### config.mk
export PLATFORM = sky130hd
export DESIGN_NAME = burstSram
export DESIGN_NICKNAME = d
export VERILOG_FILES = /design/src/rtl/burstSramPkg.sv /design/src/rtl/burstSramCtrl.sv /design/src/rtl/burstSramData.sv /design/src/rtl/burstSram.sv
export SDC_FILE = /design/constraint.sdc
export NUM_CORES = 1
export LEC_CHECK = 0
export ABC_CLOCK_PERIOD_IN_PS = 3830
export BUFFER_PORTS_ARGS = -buffer_cell sky130_fd_sc_hd__buf_2
export CORE_ASPECT_RATIO = 1.1
export CORE_UTILIZATION = 55
export CTS_CLUSTER_DIAMETER = 150
export DETAILED_ROUTE_END_ITERATION = 7
export HOLD_SLACK_MARGIN = 0.05
export MAX_ROUTING_LAYER = met4
export PLACE_DENSITY = 0.72
export SYNTH_ARGS = -nofsm -noshare
export SYNTH_HDL_FRONTEND = slang
export SYNTH_SLANG_ARGS = --single-unit
### constraint.sdc
create_clock -name clk -period 3.83 [get_ports clk]
set_clock_uncertainty 0.05 [all_clocks]
set_input_delay 0.766 -clock clk [delete_from_list [all_inputs] [get_ports clk]]
set_output_delay 0.766 -clock clk [all_outputs]
set_load 0.01 [all_outputs]
### src/rtl/burstSramPkg.sv
package burstSramPkg;
  localparam int LANE_CNT = 4;
  localparam int LANE_W   = 8;
  localparam int DATA_W   = LANE_CNT * LANE_W;

  // Per-edge commands from control to the datapath
  typedef struct packed {
    logic                loadAddr;    // capture addr into the address register
    logic                useNewAddr;  // write targets addr rather than the held address
    logic                doRead;      // move the held word into the output register
    logic [LANE_CNT-1:0] wrLanes;     // lanes written on this edge
  } sramStrobes_t;
endpackage

### src/rtl/burstSramCtrl.sv
module burstSramCtrl
  import burstSramPkg::*;
(
  input  logic                clk,
  input  logic                rstN,
  input  logic                procStrobeN,
  input  logic                ctrlStrobeN,
  input  logic                chipSel0N,
  input  logic                chipSel1,
  input  logic                chipSel2N,
  input  logic                globalWrN,
  input  logic                byteWrEnN,
  input  logic [LANE_CNT-1:0] laneWrN,
  output sramStrobes_t        strobes,
  output logic                readValid
);
  logic activeQ;
  logic readValidQ;
  logic secondaryOk;
  logic procTry;
  logic ctrlTry;
  logic startProc;
  logic startCtrl;
  logic deselect;
  logic [LANE_CNT-1:0] sampledLanes;
  logic [LANE_CNT-1:0] laneSel;

  always_comb begin
    secondaryOk = chipSel1 & ~chipSel2N;
    procTry     = ~procStrobeN & ~chipSel0N;   // master enable gates this path only
    ctrlTry     = ~ctrlStrobeN & procStrobeN;  // processor strobe has priority
    startProc   = procTry & secondaryOk;
    startCtrl   = ctrlTry & secondaryOk;
    deselect    = (procTry | ctrlTry) & ~secondaryOk;
  end

  // Lane selection: global write wins, otherwise qualified byte strobes
  for (genvar ln = 0; ln < LANE_CNT; ln++) begin : gLaneSel
    assign sampledLanes[ln] = ~globalWrN | (~byteWrEnN & ~laneWrN[ln]);
  end

  always_comb begin
    if (startProc)      laneSel = '0;
    else if (startCtrl) laneSel = sampledLanes;
    else if (deselect)  laneSel = '0;
    else if (activeQ)   laneSel = sampledLanes;
    else                laneSel = '0;
  end

  always_comb begin
    strobes.loadAddr   = startProc | startCtrl;
    strobes.useNewAddr = startCtrl;
    strobes.wrLanes    = laneSel;
    strobes.doRead     = activeQ & ~(|laneSel);
  end

  always_ff @(posedge clk) begin
    if (!rstN) begin
      activeQ    <= 1'b0;
      readValidQ <= 1'b0;
    end else begin
      if (startProc | startCtrl) activeQ <= 1'b1;
      else if (deselect)         activeQ <= 1'b0;
      readValidQ <= strobes.doRead;
    end
  end

  assign readValid = readValidQ;

  AST_WRITE_BLANKS: assert property (@(posedge clk) disable iff (!rstN)
    (activeQ && !globalWrN && procStrobeN && ctrlStrobeN) |=> !readValidQ);

  AST_DESEL_TAIL: assert property (@(posedge clk) disable iff (!rstN)
    (activeQ && deselect && globalWrN && byteWrEnN) |=> readValidQ);

  AST_IDLE_QUIET: assert property (@(posedge clk) disable iff (!rstN)
    (!activeQ && procStrobeN && ctrlStrobeN) |=> !readValidQ);
endmodule

### src/rtl/burstSramData.sv
module burstSramData
  import burstSramPkg::*;
#(
  parameter int ADDR_W = 4
) (
  input  logic              clk,
  input  logic              rstN,
  input  sramStrobes_t      strobes,
  input  logic [ADDR_W-1:0] addr,
  input  logic [DATA_W-1:0] wrData,
  output logic [ADDR_W-1:0] regAddr,
  output logic [DATA_W-1:0] rdData
);
  localparam int DEPTH = 1 << ADDR_W;

  logic [DATA_W-1:0] memArr [DEPTH];
  logic [ADDR_W-1:0] addrQ;
  logic [ADDR_W-1:0] wrIdx;
  logic [DATA_W-1:0] oldWord;
  logic [DATA_W-1:0] mergedWord;
  logic [DATA_W-1:0] outQ;

  assign wrIdx   = strobes.useNewAddr ? addr : addrQ;
  assign oldWord = memArr[wrIdx];

  for (genvar ln = 0; ln < LANE_CNT; ln++) begin : gMerge
    assign mergedWord[ln*LANE_W +: LANE_W] = strobes.wrLanes[ln]
      ? wrData[ln*LANE_W +: LANE_W] : oldWord[ln*LANE_W +: LANE_W];
  end

  always_ff @(posedge clk) begin
    if (!rstN) begin
      for (int i = 0; i < DEPTH; i++) memArr[i] <= '0;
      addrQ <= '0;
      outQ  <= '0;
    end else begin
      if (|strobes.wrLanes) memArr[wrIdx] <= mergedWord;
      if (strobes.loadAddr) addrQ <= addr;
      if (strobes.doRead)   outQ  <= memArr[addrQ];
    end
  end

  assign regAddr = addrQ;
  assign rdData  = outQ;

  AST_READ_NO_WRITE: assert property (@(posedge clk) disable iff (!rstN)
    strobes.doRead |-> !(|strobes.wrLanes));
endmodule

### src/rtl/burstSram.sv
module burstSram
  import burstSramPkg::*;
#(
  parameter int ADDR_W = 4
) (
  input  logic              clk,
  input  logic              rstN,
  input  logic              procStrobeN,
  input  logic              ctrlStrobeN,
  input  logic              chipSel0N,
  input  logic              chipSel1,
  input  logic              chipSel2N,
  input  logic              outEnN,
  input  logic              globalWrN,
  input  logic              byteWrEnN,
  input  logic [3:0]        laneWrN,
  input  logic [ADDR_W-1:0] addr,
  input  logic [31:0]       wrData,
  output logic [31:0]       rdData,
  output logic              rdDataOe
);
  sramStrobes_t      strobes;
  logic              readValid;
  logic [ADDR_W-1:0] regAddr;

  burstSramCtrl ctrl_i (
    .clk(clk), .rstN(rstN),
    .procStrobeN(procStrobeN), .ctrlStrobeN(ctrlStrobeN),
    .chipSel0N(chipSel0N), .chipSel1(chipSel1), .chipSel2N(chipSel2N),
    .globalWrN(globalWrN), .byteWrEnN(byteWrEnN), .laneWrN(laneWrN),
    .strobes(strobes), .readValid(readValid)
  );

  burstSramData #(.ADDR_W(ADDR_W)) data_i (
    .clk(clk), .rstN(rstN), .strobes(strobes),
    .addr(addr), .wrData(wrData),
    .regAddr(regAddr), .rdData(rdData)
  );

  assign rdDataOe = readValid & ~outEnN;

  AST_PROC_LOAD: assert property (@(posedge clk) disable iff (!rstN)
    (!procStrobeN && !chipSel0N && chipSel1 && !chipSel2N) |=> (regAddr == $past(addr)));

  AST_PROC_BLOCKED: assert property (@(posedge clk) disable iff (!rstN)
    (!procStrobeN && chipSel0N && ctrlStrobeN) |=> $stable(regAddr));
endmodule

==> flow_summary.ini <==
[timing]
max-slew-margin-rel = 0.294
min_period_over_period = 0.821
rsz0062_at_grt = false
setup_viol = 0
fin_ws_ns = 0.686
slew_viol_final = 0
fmax_mhz = 318
finalCriticalPeriod_ns = 3.14
finalSetupTns_ns = 0
final_hold_viol_count = 0
worstMarginPinSlew_ns = 1.05

[pwr]
power_leakage_nw = 8.98
combPwrFrac = 0.059
seqPwrFrac = 0.534
ir_drop_v = 0.000370
intPower_mw = 10.1
clkPwrFrac = 0.407
p_per_area_mw_per_mm2 = 480
switching_share = 0.213
switchingPower_mw = 2.71
total_power_mw = 12.8

[setup_path]
cp.required_ns = 4.08
startpoint_type = primary input
r2r_slack_ns = 0.92
worstRegToRegCells = 6
critPathArrivalTime_ns = 3.39
reg2reg_from = data_i.regAddr[0]$_SDFFE_PN0P_
r2r-end = data_i.memArr[5][10]$_SDFFCE_PN0P_
endpoint_kind = flip-flop
crit_path_max_fanout = 11
crit_type = primary input to flip-flop

[placed_design]
gp_congestion = 0.850
dpl-instance-area_mm2 = 0.0249
hpwl_um = 38000
port_buffers = 82
dp_slack_ns = 0.179

[routing]
postRouteAntennaNets = 0
wl_per_cell_um = 25.4
vias = 14500
drt_iter0_markers = 1552
wl_um = 59700
drtPass1Iterations = 6
via_per_inst = 6.18
drt_drc_violations_left = 0

[floorplanning]
die_y_um = 218
rows = 78
core_area_mm2 = 0.0416
start_util = 0.564
die_area_mm2 = 0.0434
die_w_um = 199
io_pins = 83

[cells_and_area]
layout_common_cells = nor2_1 (519), edfxtp_1 (512), mux4_2 (128), buf_4 (128), buf_2 (82)
final_util = 0.640
drive_above_1_share = 0.248
mostFrequentLayoutCell = nor2_1
fin_area_mm2 = 0.0266
multi_input_area_mm2 = 0.00659
seq_area_mm2 = 0.0161
syn_to_final_growth_pct = 13.5
fillers = 3032
final_nets = 1799

[synthesis]
yosys.area.top_type = edfxtp_1
synthesis.nets = 1681
ys_seq_area_frac = 0.689
synth_seq_cells = 550
ys_warn_count = 0
synthDistinctLibCells = 27
synth.top_cell.area_share = 0.656
netlist_instances = 1631
syn_avg_cell_area_um2 = 14.4
synth.cell_area_mm2 = 0.0234
synth_area_leaders = edfxtp_1 (66%), mux4_2 (12%), nor2_1 (8.3%)

[clock_tree]
clock-sinks = 550
holdBufCountCts = 0
clock_latency_ns = 0.59
cts_tree = done
ctsRootBufferMaster = clkbuf_16
htreeDepth = 2
cts_resized = 0
cts_setup_buffers = 0
cts_made_buffers = 53
clk_pin_slew_ns = 0.06
cts_buffer_depth = 3

[worst_hold_path]
hold_class = primary input to flip-flop
whs_path_depth = 3
hold_end = data_i.regAddr[3]$_SDFFE_PN0P_
min_from = addr[3]

[job]
maxCapViolCount = 0

[status]
status = complete, no violations

[global_route]
track_usage = 0.296
grt_max_degree = 130
grt_pass1_wl_um = 89500
grt_pass1_vias = 14300
grt-ovfl-total = 0
antenna_found_initial = 2
[area by class of cell]
| class | instances | area share |
|---|---|---|
| flip-flops and latches | 550 | 0.607 |
| multi-input cells | 929 | 0.248 |
| repair buffers | 214 | 0.0546 |
| clock buffers | 66 | 0.0521 |
| well taps | 560 | 0.0263 |
| clock inverters | 29 | 0.0117 |
| diodes | 2 | 0.000188 |
| inverters | 1 | 0.000141 |
[how the worst max path moves through the flow]
stage / startpoint / to / slack [ns] / depth (start not counted)
final: chipSel2N / data_i.memArr[5][10]$_SDFFCE_PN0P_ / 0.69 / 8
after global routing: chipSel2N / data_i.memArr[5][10]$_SDFFCE_PN0P_ / 0.63 / 8
after CTS: chipSel2N / data_i.memArr[2][29]$_SDFFCE_PN0P_ / 0.79 / 7
after detailed placement: chipSel2N / data_i.memArr[5][10]$_SDFFCE_PN0P_ / 0.18 / 8
after global placement: chipSel2N / data_i.memArr[5][10]$_SDFFCE_PN0P_ / 0.19 / 8
after floorplan: chipSel2N / data_i.memArr[3][16]$_SDFFCE_PN0P_ / 0.91 / 7
[Yosys cell counts (all sizes together)]
| library cell | n |
|---|---|
| a21oi | 2 |
| a22o | 32 |
| a22oi | 64 |
| a41oi | 1 |
| and2 | 4 |
| and4bb | 1 |
| buf | 112 |
| clkbuf | 39 |
| dfxtp | 38 |
| edfxtp | 512 |
| inv | 1 |
| mux2 | 1 |
| mux2i | 8 |
| mux4 | 128 |
| nand2 | 85 |
| nor2 | 521 |
| nor2b | 8 |
| nor3b | 4 |
| o21ai | 69 |
| or3b | 1 |
[flip-flops by register name (all words and copies together), names as in the netlist]
name	cells
data_i.rdData	32
data_i.memArr	512
ctrl_i.activeQ	1
data_i.regAddr	4
ctrl_i.readValid	1
[critical path: stages]
cell and delay, ns:
buf_2 0.10, and4bb_1 0.56, mux2i_1 0.35, nor2b_1 0.45
nand2_2 0.30, buf_4 0.26, o21ai_0 0.34, buf_4 0.25
[power by group through the flow]
stage	clock, mW	combinational (mW)	sequential [mW]
after global routing	5.46	0.792	6.84
after detailed placement	0	0.746	6.94
after CTS	5.25	0.748	6.82
final	5.20	0.751	6.82
after floorplan	0	0.451	6.91
after global placement	0	0.734	6.94
[cells by family (layout without fill, tap and decap cells)]
family	count (synthesis)	in the layout	share of synthesized area
buffers and inverters	152	310	0.0305
flip-flops	550	550	0.689
other	0	2	0
multiplexers	137	137	0.127
AO/OA/AOI/OAI	168	168	0.0485
AND/OR/NAND/NOR	624	624	0.105
[metal layers]
metal / track usage / part of all wire / wire length, um
met5: - / 0 / 0
met4: 0.123 / 0.042 / 2500
met3: 0.0522 / 0.10 / 6240
met2: 0.467 / 0.49 / 29400
met1: 0.383 / 0.36 / 21600
[per-stage QoR]
step / hold WS (ns) / instances
after floorplan: 0.427 / 1631
after global placement: 0.408 / 2254
after detailed placement: 0.409 / 2254
after CTS: 0.374 / 2349
after global routing: 0.419 / 2351
final: 0.397 / 2351
No activity file was read; power rests on OpenSTA's default activity.
